**config.mk**
```make
export PLATFORM = sky130hd
export DESIGN_NAME = ucode_sequencer
export DESIGN_NICKNAME = d
export VERILOG_FILES = /design/src/rtl/ucseq_pkg.sv /design/src/rtl/ucseq_rst_sync.sv /design/src/rtl/ucseq_step_ctr.sv /design/src/rtl/ucseq_uaddr.sv /design/src/rtl/ucseq_urom.sv /design/src/rtl/ucode_sequencer.sv
export SDC_FILE = /design/constraint.sdc
export NUM_CORES = 1
export LEC_CHECK = 0
export BUFFER_PORTS_ARGS = -buffer_cell sky130_fd_sc_hd__buf_2
export CELL_PAD_IN_SITES_DETAIL_PLACEMENT = 1
export CELL_PAD_IN_SITES_GLOBAL_PLACEMENT = 1
export CORE_MARGIN = 3
export CORE_UTILIZATION = 41
export CTS_BUF_LIST = sky130_fd_sc_hd__clkbuf_4 sky130_fd_sc_hd__clkbuf_8
export DETAILED_ROUTE_END_ITERATION = 7
export GPL_TIMING_DRIVEN = 0
export PLACE_DENSITY_LB_ADDON = 0.05
export SYNTH_ARGS = -nofsm -noshare
export SYNTH_HDL_FRONTEND = slang
export SYNTH_HIERARCHICAL = 1
export SYNTH_SLANG_ARGS = --single-unit
export TNS_END_PERCENT = 20
```
**constraint.sdc**
```tcl
create_clock -name clk -period 6.4 [get_ports clk]
set_input_delay 0.96 -clock clk [delete_from_list [all_inputs] [get_ports clk]]
set_output_delay 0.96 -clock clk [all_outputs]
set_load 0.01 [all_outputs]
```
**src/rtl/ucseq_pkg.sv**
```systemverilog
package ucseq_pkg;

  localparam int OPC_W  = 8;
  localparam int STAT_W = 2;
  localparam int STEP_W = 3;
  localparam int UADDR_W = OPC_W + STAT_W + STEP_W;

  typedef enum logic [3:0] {
    R_ACC  = 4'h0,
    R_B    = 4'h1,
    R_ALU  = 4'h2,
    R_TEMP = 4'h3,
    R_MEM  = 4'h4,
    R_IR   = 4'h5,
    R_NONE = 4'h6,
    R_PCL  = 4'h8,
    R_PCH  = 4'h9,
    R_SPL  = 4'hA,
    R_SPH  = 4'hB,
    R_ADDL = 4'hC,
    R_ADDH = 4'hD,
    R_Y    = 4'hE,
    R_X    = 4'hF
  } reg_code_t;

  typedef enum logic [1:0] {
    AS_PC  = 2'd0,
    AS_PTR = 2'd1,
    AS_XY  = 2'd2,
    AS_SP  = 2'd3
  } addr_src_t;

  typedef enum logic [2:0] {
    ALU_NOP = 3'd0,
    ALU_ADD = 3'd1,
    ALU_INC = 3'd2,
    ALU_SUB = 3'd3
  } alu_op_t;

  typedef struct packed {
    reg_code_t src;
    reg_code_t dst;
    addr_src_t asel;
    logic      stk_en;
    logic      stk_up;
    logic      pc_inc;
    alu_op_t   alu;
    logic      clc;
    logic      sec;
    logic      cmp;
    logic      done;
  } ctrl_word_t;

  localparam logic [OPC_W-1:0] OP_LD_IMM = 8'h10;
  localparam logic [OPC_W-1:0] OP_LD_ABS = 8'h11;
  localparam logic [OPC_W-1:0] OP_LD_IDX = 8'h12;
  localparam logic [OPC_W-1:0] OP_ADC    = 8'h20;
  localparam logic [OPC_W-1:0] OP_INCA   = 8'h21;
  localparam logic [OPC_W-1:0] OP_CMP    = 8'h22;
  localparam logic [OPC_W-1:0] OP_JZ     = 8'h30;
  localparam logic [OPC_W-1:0] OP_JC     = 8'h31;
  localparam logic [OPC_W-1:0] OP_CLC    = 8'h40;
  localparam logic [OPC_W-1:0] OP_SEC    = 8'h41;
  localparam logic [OPC_W-1:0] OP_PUSH   = 8'h50;
  localparam logic [OPC_W-1:0] OP_POP    = 8'h51;

  // Bus move with address source, PC increment and end flag; other fields clear.
  function automatic ctrl_word_t mk_move(reg_code_t s, reg_code_t d,
                                         addr_src_t a, logic pc, logic fin);
    ctrl_word_t w;
    w.src    = s;
    w.dst    = d;
    w.asel   = a;
    w.stk_en = 1'b0;
    w.stk_up = 1'b0;
    w.pc_inc = pc;
    w.alu    = ALU_NOP;
    w.clc    = 1'b0;
    w.sec    = 1'b0;
    w.cmp    = 1'b0;
    w.done   = fin;
    return w;
  endfunction

  localparam ctrl_word_t FETCH_WORD = '{src: R_MEM, dst: R_IR, asel: AS_PC,
                                        stk_en: 1'b0, stk_up: 1'b0, pc_inc: 1'b1,
                                        alu: ALU_NOP, clc: 1'b0, sec: 1'b0,
                                        cmp: 1'b0, done: 1'b0};

  localparam ctrl_word_t NOOP_WORD  = '{src: R_NONE, dst: R_NONE, asel: AS_PC,
                                        stk_en: 1'b0, stk_up: 1'b0, pc_inc: 1'b0,
                                        alu: ALU_NOP, clc: 1'b0, sec: 1'b0,
                                        cmp: 1'b0, done: 1'b1};

endpackage

```
**src/rtl/ucseq_rst_sync.sv**
```systemverilog
module ucseq_rst_sync #(
  parameter int STAGES = 2
) (
  input  logic clk,
  input  logic rst_n,
  output logic rst_sync_n
);

  logic [STAGES-1:0] sync_q;
  logic [STAGES-1:0] sync_d;

  always_comb begin
    sync_d = {sync_q[STAGES-2:0], 1'b1};
  end

  always_ff @(posedge clk or negedge rst_n) begin
    if (!rst_n) begin
      sync_q <= '0;
    end else begin
      sync_q <= sync_d;
    end
  end

  assign rst_sync_n = sync_q[STAGES-1];

endmodule

```
**src/rtl/ucseq_step_ctr.sv**
```systemverilog
module ucseq_step_ctr #(
  parameter int STEP_W = 3
) (
  input  logic              clk,
  input  logic              rst_n,
  input  logic              step_en,
  input  logic              end_instr,
  output logic [STEP_W-1:0] step
);

  localparam logic [STEP_W-1:0] STEP_ONE = {{(STEP_W-1){1'b0}}, 1'b1};

  logic [STEP_W-1:0] step_q;
  logic [STEP_W-1:0] step_d;

  always_comb begin
    step_d = step_q;
    if (step_en) begin
      if (end_instr) begin
        step_d = '0;
      end else begin
        step_d = step_q + STEP_ONE;
      end
    end
  end

  always_ff @(posedge clk or negedge rst_n) begin
    if (!rst_n) begin
      step_q <= '0;
    end else begin
      step_q <= step_d;
    end
  end

  assign step = step_q;

endmodule

```
**src/rtl/ucseq_uaddr.sv**
```systemverilog
module ucseq_uaddr #(
  parameter int OPC_W  = 8,
  parameter int STAT_W = 2,
  parameter int STEP_W = 3,
  localparam int UADDR_W = OPC_W + STAT_W + STEP_W
) (
  input  logic [OPC_W-1:0]   opcode,
  input  logic [STAT_W-1:0]  status,
  input  logic [STEP_W-1:0]  step,
  output logic [UADDR_W-1:0] uaddr
);

  assign uaddr = {opcode, status, step};

endmodule

```
**src/rtl/ucseq_urom.sv**
```systemverilog
module ucseq_urom
  import ucseq_pkg::*;
#(
  parameter int OPC_W  = 8,
  parameter int STAT_W = 2,
  parameter int STEP_W = 3,
  localparam int UADDR_W = OPC_W + STAT_W + STEP_W
) (
  input  logic [UADDR_W-1:0] uaddr,
  output ctrl_word_t         word
);

  logic [OPC_W-1:0]  op;
  logic [STAT_W-1:0] st;
  logic [STEP_W-1:0] stp;
  logic              jump_taken;

  assign op  = uaddr[UADDR_W-1 -: OPC_W];
  assign st  = uaddr[STEP_W +: STAT_W];
  assign stp = uaddr[STEP_W-1:0];

  // Zero flag for one jump opcode, carry flag for the other.
  assign jump_taken = (op == OP_JZ) ? st[0] : st[1];

  always_comb begin
    word = NOOP_WORD;
    case (op)
      OP_LD_IMM: begin
        if (stp == 3'd1) word = mk_move(R_MEM, R_ACC, AS_PC, 1'b1, 1'b1);
      end
      OP_LD_ABS, OP_LD_IDX: begin
        case (stp)
          3'd1: word = mk_move(R_MEM, R_ADDL, AS_PC, 1'b1, 1'b0);
          3'd2: word = mk_move(R_MEM, R_ADDH, AS_PC, 1'b1, 1'b0);
          3'd3: word = mk_move(R_MEM, R_ACC,
                               (op == OP_LD_ABS) ? AS_PTR : AS_XY, 1'b0, 1'b1);
          default: word = NOOP_WORD;
        endcase
      end
      OP_ADC: begin
        case (stp)
          3'd1: word = mk_move(R_MEM, R_B, AS_PC, 1'b1, 1'b0);
          3'd2: begin
            word     = mk_move(R_ACC, R_ALU, AS_PC, 1'b0, 1'b0);
            word.alu = ALU_ADD;
          end
          3'd3: word = mk_move(R_ALU, R_ACC, AS_PC, 1'b0, 1'b1);
          default: word = NOOP_WORD;
        endcase
      end
      OP_INCA: begin
        case (stp)
          3'd1: begin
            word     = mk_move(R_ACC, R_ALU, AS_PC, 1'b0, 1'b0);
            word.alu = ALU_INC;
          end
          3'd2: word = mk_move(R_ALU, R_ACC, AS_PC, 1'b0, 1'b1);
          default: word = NOOP_WORD;
        endcase
      end
      OP_CMP: begin
        case (stp)
          3'd1: word = mk_move(R_MEM, R_B, AS_PC, 1'b1, 1'b0);
          3'd2: begin
            word     = mk_move(R_ACC, R_ALU, AS_PC, 1'b0, 1'b1);
            word.alu = ALU_SUB;
            word.cmp = 1'b1;
          end
          default: word = NOOP_WORD;
        endcase
      end
      OP_JZ, OP_JC: begin
        if (jump_taken) begin
          case (stp)
            3'd1: word = mk_move(R_MEM,  R_ADDL, AS_PC, 1'b1, 1'b0);
            3'd2: word = mk_move(R_MEM,  R_ADDH, AS_PC, 1'b1, 1'b0);
            3'd3: word = mk_move(R_ADDL, R_PCL,  AS_PC, 1'b0, 1'b0);
            3'd4: word = mk_move(R_ADDH, R_PCH,  AS_PC, 1'b0, 1'b1);
            default: word = NOOP_WORD;
          endcase
        end else begin
          case (stp)
            3'd1: word = mk_move(R_NONE, R_NONE, AS_PC, 1'b1, 1'b0);
            3'd2: word = mk_move(R_NONE, R_NONE, AS_PC, 1'b1, 1'b1);
            default: word = NOOP_WORD;
          endcase
        end
      end
      OP_CLC, OP_SEC: begin
        if (stp == 3'd1) begin
          word     = mk_move(R_NONE, R_NONE, AS_PC, 1'b0, 1'b1);
          word.clc = (op == OP_CLC);
          word.sec = (op == OP_SEC);
        end
      end
      OP_PUSH: begin
        if (stp == 3'd1) begin
          word        = mk_move(R_ACC, R_MEM, AS_SP, 1'b0, 1'b1);
          word.stk_en = 1'b1;
          word.stk_up = 1'b0;
        end
      end
      OP_POP: begin
        case (stp)
          3'd1: begin
            word        = mk_move(R_NONE, R_NONE, AS_PC, 1'b0, 1'b0);
            word.stk_en = 1'b1;
            word.stk_up = 1'b1;
          end
          3'd2: word = mk_move(R_MEM, R_ACC, AS_SP, 1'b0, 1'b1);
          default: word = NOOP_WORD;
        endcase
      end
      default: word = NOOP_WORD;
    endcase
  end

endmodule

```
**src/rtl/ucode_sequencer.sv**
```systemverilog
module ucode_sequencer
  import ucseq_pkg::*;
#(
  parameter int OPC_W     = 8,
  parameter int STAT_W    = 2,
  parameter int STEP_W    = 3,
  parameter int RST_SYNC  = 2
) (
  input  logic              clk,
  input  logic              rst_n,
  input  logic [OPC_W-1:0]  opcode,
  input  logic [STAT_W-1:0] status,
  output logic [STEP_W-1:0] step,
  output logic [3:0]        src_sel,
  output logic [3:0]        dst_sel,
  output logic [1:0]        addr_sel,
  output logic              stack_en,
  output logic              stack_up,
  output logic              pc_inc,
  output logic [2:0]        alu_cmd,
  output logic              carry_clr,
  output logic              carry_set,
  output logic              cmp_en,
  output logic              end_instr
);

  localparam int UADDR_W = OPC_W + STAT_W + STEP_W;

  logic               core_rst_n;
  logic [STEP_W-1:0]  step_q;
  logic [UADDR_W-1:0] uaddr;
  ctrl_word_t         rom_word;
  ctrl_word_t         out_word;
  logic               at_fetch;

  ucseq_rst_sync #(.STAGES(RST_SYNC)) u_rst_sync (
    .clk        (clk),
    .rst_n      (rst_n),
    .rst_sync_n (core_rst_n)
  );

  ucseq_step_ctr #(.STEP_W(STEP_W)) u_step_ctr (
    .clk       (clk),
    .rst_n     (core_rst_n),
    .step_en   (core_rst_n),
    .end_instr (out_word.done),
    .step      (step_q)
  );

  ucseq_uaddr #(.OPC_W(OPC_W), .STAT_W(STAT_W), .STEP_W(STEP_W)) u_uaddr (
    .opcode (opcode),
    .status (status),
    .step   (step_q),
    .uaddr  (uaddr)
  );

  ucseq_urom #(.OPC_W(OPC_W), .STAT_W(STAT_W), .STEP_W(STEP_W)) u_urom (
    .uaddr (uaddr),
    .word  (rom_word)
  );

  // The opcode register is refilled during step 0, so the fetch word is forced there.
  assign at_fetch = (step_q == '0);

  always_comb begin
    if (at_fetch) begin
      out_word = FETCH_WORD;
    end else begin
      out_word = rom_word;
    end
  end

  assign step      = step_q;
  assign src_sel   = out_word.src;
  assign dst_sel   = out_word.dst;
  assign addr_sel  = out_word.asel;
  assign stack_en  = out_word.stk_en;
  assign stack_up  = out_word.stk_up;
  assign pc_inc    = out_word.pc_inc;
  assign alu_cmd   = out_word.alu;
  assign carry_clr = out_word.clc;
  assign carry_set = out_word.sec;
  assign cmp_en    = out_word.cmp;
  assign end_instr = out_word.done;

endmodule

```
==> results.txt, run 1 <==
outcome - completed
CTS clock-pin slew for the worst setup and hold paths - 40 ps
starting density of the core - 0.446
Avg Cell Area, Syn - 6.84 um^2
CTS Buf Count - 3
Clock Latency Late Sink - 230 ps
Worst path depth - 9
post-route clock period utilization - 0.624
Crit Path Class - input pin to output port
fin area - 1460 um^2
DP Worst Slack - 2480 ps
share of post-route cells with drive strength above 1 - 0.277
Placer Congestion - 0.904
fin crit period - 4000 ps
Worst path slowest cell - nor4bb_1
H-tree levels - 1
PD cells - 253 nW/um^2
final antenna-violating net count - 0
total congestion overflow - 0
vias in the first global route - 1388
Port-buffer cells - 23
CTS tree - yes
placed cell count - 240
Worst Tran Pin Value - 899 ps
# DRC - 0
count of flip-flops with a built-in enable after synthesis - 0
Final Hold Fails - 0
Seq/Total Area, Yosys - 0.0983
top post-synthesis cells by area - buf_4 10%, dfrtp_1 9.8%, nor2b_1 7.9%
GRT Total Usage - 0.227
Max Slew Vio Count - 0
Critical Path Source Type - input pin
Worst Setup SP - opcode[6]
Yosys top cell by area - buf_4
Seq cells post-synth - 5
initial antenna violation count - 0
mapped cell area - 1270 um^2
crit end category - output port
ys flop type - dfrtp_1
Fin Setup TNS - 0 ps
Initial DRC Count - 82
vias per cell - 5.92
CP delay by family, top - simple AND/OR/NAND/NOR gates
final worst slack - 2400 ps
fmax - 250 MHz
# setup viols final - 0
Hold Path Class - register to async pin
Die X - 61.7 um
Total Power - 0.368 mW
Final Skew - 0.141 ps
clock sinks - 5
DP Wirelength - 3.16 mm
reg2reg setup slack - 3670 ps
maxcap violations - 0
Slew HR - 0.396
Rows - 19
crit path max fanout - 10
Distinct cells, synth - 56
worst path required time - 5440 ps
largest net degree at the start of global routing - 11
cell with the most instances after synthesis - buf_4
clk root buf - clkbuf_4
first-pass GRT wire length - 6.63 mm
post-synthesis instance total - 186
Core Area - 2850 um^2
Pre-Repair DR Iteration Count - 4
number of I/O pins - 35
RSZ-0062 raised after global routing - no
Placed Area - 1430 um^2
FF-to-FF Start - u_step_ctr/step[0]
syn_nets - 199
ant diodes - 0
crit-path max cell delay - 630 ps
CP dominant cell by count - buf_2
critical path arrival - 3040 ps
r2r worst-path depth - 10
Synth top area share - 0.100
die height - 61.7 um
most frequent cells after synthesis - 17 x buf_4, 16 x nor2b_1, 14 x nor2_1, 12 x a21oi_1, 12 x nand2_1
crit-path cells - buf_4 -> buf_2 -> nor4bb_1 -> nand2_1 -> nor2_1 -> a221oi_1 -> o211ai_1 -> nor2b_1 -> buf_2
Final nets - 227
post-CTS resize count - 0
final wirelength - 3.94 mm
via count - 1444
Synth async-reset ratio - 1.00
Wirelength per Cell - 16.1 um
Max IR drop VDD - 270 uV
setup bufs post-CTS - 0
maximum root-to-sink buffer count - 2
Die Footprint - 3810 um^2
CP Buf/Inv Count - 3
CTS Hold Bufs - 0
leakage - 0.611 nW
synth-to-layout area growth - 14.5%
YS warnings - 6
Cell Count, Final, Fillers Out - 244
[kinds of logic (layout without fill, tap and decap cells)]
| family | after synthesis | in the layout | synth area share |
|---|---|---|---|
| AND/OR/NAND/NOR | 93 | 93 | 0.452 |
| buffers and inverters | 33 | 60 | 0.157 |
| other | 2 | 2 | 0.00590 |
| adder cells (fa/ha/maj) | 2 | 2 | 0.0177 |
| multiplexers | 3 | 3 | 0.0246 |
| flip-flops | 5 | 5 | 0.0983 |
| AO/OA/AOI/OAI | 47 | 47 | 0.237 |
| XOR/XNOR | 1 | 1 | 0.00688 |
[placed cells by master, fill, tap and decap left out, types with 3 or more instances in the layout]
| cell type | n |
|---|---|
| buf_2 | 27 |
| buf_4 | 17 |
| nor2b_1 | 16 |
| nor2_1 | 14 |
| nand2_1 | 12 |
| a21oi_1 | 12 |
| o21ai_0 | 9 |
| inv_1 | 6 |
| nor3_1 | 6 |
| nand2b_1 | 6 |
| nand3_1 | 6 |
| dfrtp_1 | 5 |
| clkbuf_1 | 5 |
| or2_1 | 4 |
| clkbuf_4 | 4 |
| nand3b_1 | 4 |
| o21ai_1 | 4 |
| o22ai_1 | 3 |
| o211ai_1 | 3 |
| a22oi_1 | 3 |
[where the power goes]
| group | switching [mW] | leakage [nW] | internal (mW) |
|---|---|---|---|
| sequential | 0.0123 | 0.0624 | 0.0400 |
| combinational | 0.172 | 0.530 | 0.105 |
| clock | 0.0119 | 0.0184 | 0.0277 |
[worst paths after layout]
check                                  endpoint
setup / recovery                      end_instr
hold / removal               u_step_ctr/step[2]
setup reg to reg             u_step_ctr/step[2]
hold reg to reg              u_step_ctr/step[2]
max in group asynchronous  u_rst_sync/sync_q[0]
min in group clk           u_rst_sync/sync_q[1]
[stage by stage]
stage	hold slack, ps	utilization
floorplan	71.2	-
global placement	86.7	0.500
detailed placement	98.6	0.500
CTS	109	0.511
global route	120	0.511
finish	101	0.511
[sequential cells by signal, indices dropped and copies added, names as in the netlist]
| register | cells |
|---|---|
| u_step_ctr/step | 3 |
| u_rst_sync/sync_q | 2 |
[metal layers]
metal  track usage  share of wire  vias to the layer above
li1              -              -                      709
met1         0.312           0.46                      688
met2         0.368           0.47                       42
met3        0.0186          0.057                        5
met4        0.0848          0.012                        0
met5             0              0                        -
[area by class of cell]
cell class	count	area (um^2)
buffer	27	178
multi-input combinational	148	947
fill	406	1400
tap	31	38.8
sequential	5	125
timing repair buffer	23	115
inverter	6	22.5
clock buffer	4	30.0
Power figures use the tool's default switching activity.
==> run 2: changes to the inputs <==
--- a/config.mk
+++ b/config.mk
@@ -5,11 +5,12 @@
 export SDC_FILE = /design/constraint.sdc
 export NUM_CORES = 1
 export LEC_CHECK = 0
+export ABC_AREA = 1
 export BUFFER_PORTS_ARGS = -buffer_cell sky130_fd_sc_hd__buf_2
 export CELL_PAD_IN_SITES_DETAIL_PLACEMENT = 1
 export CELL_PAD_IN_SITES_GLOBAL_PLACEMENT = 1
 export CORE_MARGIN = 3
-export CORE_UTILIZATION = 41
+export CORE_UTILIZATION = 33
 export CTS_BUF_LIST = sky130_fd_sc_hd__clkbuf_4 sky130_fd_sc_hd__clkbuf_8
 export DETAILED_ROUTE_END_ITERATION = 7
 export GPL_TIMING_DRIVEN = 0
==> constraint.sdc (replaced) <==
create_clock -name clk -period 3.4 [get_ports clk]
set_input_delay 0.51 -clock clk [delete_from_list [all_inputs] [get_ports clk]]
set_output_delay 0.51 -clock clk [all_outputs]
set_load 0.01 [all_outputs]
==> results.txt, run 2 <==
outcome - completed
fmax - 387 MHz
Fin Setup TNS - 0 ps (unchanged)
ys flop type - dfrtp_1
final antenna-violating net count - 0 (unchanged)
Total Power - 0.805 mW (+120%)
RSZ-0062 raised after global routing - no
PD cells - 510 nW/um^2 (+100%)
Die X - 70.1 um (+14%)
GRT Total Usage - 0.163 (-0.0636)
ant diodes - 0 (unchanged)
synth-to-layout area growth - 16.5%
crit-path cells - buf_4 -> inv_2 -> nand2_1 -> inv_1 -> nand2_2 -> nand2_1 -> nand2_1 -> nand2_1 -> nor2_1 -> nand3_1 -> inv_1 -> a21oi_1 -> buf_2
Avg Cell Area, Syn - 5.69 um^2 (-17%)
Layout Utilization - 0.415 (-0.0952)
Distinct cells, synth - 23 (-59%)
die height - 70.1 um (+14%)
cell with the most instances after synthesis - nand2_1
H-tree levels - 1 (unchanged)
post-synthesis instance total - 238 (+28%)
CTS tree - yes
share of post-route cells with drive strength above 1 - 0.328 (+0.0513)
setup bufs post-CTS - 0 (unchanged)
Layout fillers - 565 (+39%)
Placer Congestion - 0.884 (-2.2%)
crit-path max cell delay - 410 ps (-220 ps)
critical path arrival - 2070 ps (-970 ps)
Max IR drop VDD - 387 uV (+43%)
area of the multi-input gates - 913 um^2 (-3.6%)
crit path max fanout - 6 (-4)
commonest non-fill, non-tap cell in the layout - nand2_1
Seq/Total Area, Yosys - 0.0924 (-0.00591)
Port-buffer cells - 23 (unchanged)
most frequent cells after synthesis - 46 x nand2_1, 38 x inv_1, 27 x nand3_1, 23 x a21oi_1, 23 x nor2_1
first-pass GRT wire length - 6.84 mm (+3.1%)
starting density of the core - 0.356 (-0.0897)
fin crit period - 2580 ps
syn_nets - 251 (+26%)
via count - 1476 (+2.2%)
max FFs per register - 3 (unchanged)
# DRC - 0 (unchanged)
initial antenna violation count - 0 (unchanged)
Synth async-reset ratio - 1.00 (unchanged)
sequential cell area - 125 um^2 (unchanged)
leakage - 0.907 nW (+48%)
Clock Latency Late Sink - 220 ps (about the same)
CP dominant cell by count - nand2_1
Worst path slowest cell - dfrtp_1
YS warnings - 6 (unchanged)
Yosys top cell by area - nand2_1
count of flip-flops with a built-in enable after synthesis - 0 (unchanged)
vias in the first global route - 1538 (+11%)
Hold Path Class - input pin to async pin
Seq cells post-synth - 5 (unchanged)
clk root buf - clkbuf_8
maximum root-to-sink buffer count - 2 (unchanged)
Initial DRC Count - 37 (-55%)
Synth top area share - 0.128 (+0.0272)
top post-synthesis cells by area - nand2_1 13%, inv_1 11%, nand3_1 10%
CTS Hold Bufs - 0 (unchanged)
post-route clock period utilization - 0.759
largest net degree at the start of global routing - 11 (unchanged)
Fin Hold WS - 71.1 ps (-30.2 ps)
crit end category - output port
clock sinks - 5 (unchanged)
Die Footprint - 4910 um^2 (+29%)
DP Wirelength - 3.21 mm (+1.4%)
# setup viols final - 0 (unchanged)
most frequent cells in the layout - 46 x nand2_1, 38 x inv_1, 27 x nand3_1
Rows - 22 (+3)
final wirelength - 3.79 mm (-3.7%)
mapped cell area - 1350 um^2 (+6.4%)
Max Slew Vio Count - 0 (unchanged)
CTS Buf Count - 3 (unchanged)
Critical Path Source Type - register
CTS clock-pin slew for the worst setup and hold paths - 40 ps (about the same)
number of I/O pins - 35 (unchanged)
Core Area - 3800 um^2 (+33%)
Wirelength per Cell - 12.1 um (-25%)
Pre-Repair DR Iteration Count - 4 (unchanged)
Final nets - 279 (+23%)
total congestion overflow - 0 (unchanged)
worst path required time - 2890 ps (-2550 ps)
vias per cell - 4.72 (-20%)
Final Skew - 1.92 ps (+1.78 ps)
post-CTS resize count - 0 (unchanged)
maxcap violations - 0 (unchanged)
Crit Path Class - register to output port
Final Hold Fails - 0 (unchanged)
[run 2: cell types whose count changed after synthesis, moves of 7 or more]
| cell | delta |
|---|---|
| a21oi_1 | +11 |
| inv_1 | +32 |
| inv_2 | +10 |
| nand2_1 | +34 |
| nand2_2 | +11 |
| nand2_4 | +7 |
| nand3_1 | +21 |
| nor2_1 | +9 |
| nor2b_1 | -16 |
[run 2: metal layers]
metal,vias up,global-route usage,wire length [um]
met4,0,0.0277,0
met1,671,0.213,1820
met3,0,0.0101,86
li1,782,-,-
met5,-,0,0
met2,23,0.296,1890
[run 2: cells by family (layout without fill, tap and decap cells)]
family / count (synthesis) / count (layout) / synth area share
other cells: 2 / 2 / 0.00555
simple gates: 129 / 129 / 0.516
compound gates: 36 / 36 / 0.144
flops: 5 / 5 / 0.0924
buf+inv: 65 / 92 / 0.233
fa+ha+maj: 1 / 1 / 0.00924
[run 2: worst max-delay path: cells and delay by family, from the launching register on]
| family | cells | cell delay, ps |
|---|---|---|
| buffers and inverters | 5 | 550 |
| AO/OA/AOI/OAI | 1 | 210 |
| AND/OR/NAND/NOR | 7 | 670 |
| flip-flops | 1 | 410 |
[run 2: layout make-up]
cell class | count | share of cell area
buffer | 17 | 0.0856
clock buffer | 4 | 0.0309
inverter | 48 | 0.114
multi-input combinational | 168 | 0.579
sequential | 5 | 0.0793
tap | 48 | 0.0381
timing repair buffer | 23 | 0.0730
[run 2: metrics by stage]
stage	instances	setup slack, ps	instance area (um^2)
floorplan	238	1220	1350
global placement	309	890	1530
detailed placement	309	872	1530
CTS	313	775	1580
global route	313	617	1580
finish	313	819	1580
[run 2: final timing paths]
path                       slack (ps)  cells after the start              endpoint                 start
max                               820                     13             end_instr    u_step_ctr/step[2]
min                                70                      1  u_rst_sync/sync_q[1]                 rst_n
max reg2reg                      1340                     15    u_step_ctr/step[1]    u_step_ctr/step[2]
min reg2reg                       110                      0    u_step_ctr/step[1]  u_rst_sync/sync_q[1]
max in group asynchronous        3060                      0    u_step_ctr/step[0]  u_rst_sync/sync_q[1]
min in group clk                  350                      0  u_rst_sync/sync_q[1]  u_rst_sync/sync_q[0]
[run 2: power by group]
group	switching, mW	internal, mW
clock network	0.0277	0.0883
logic	0.386	0.197
registers	0.0279	0.0780
total	0.442	0.363
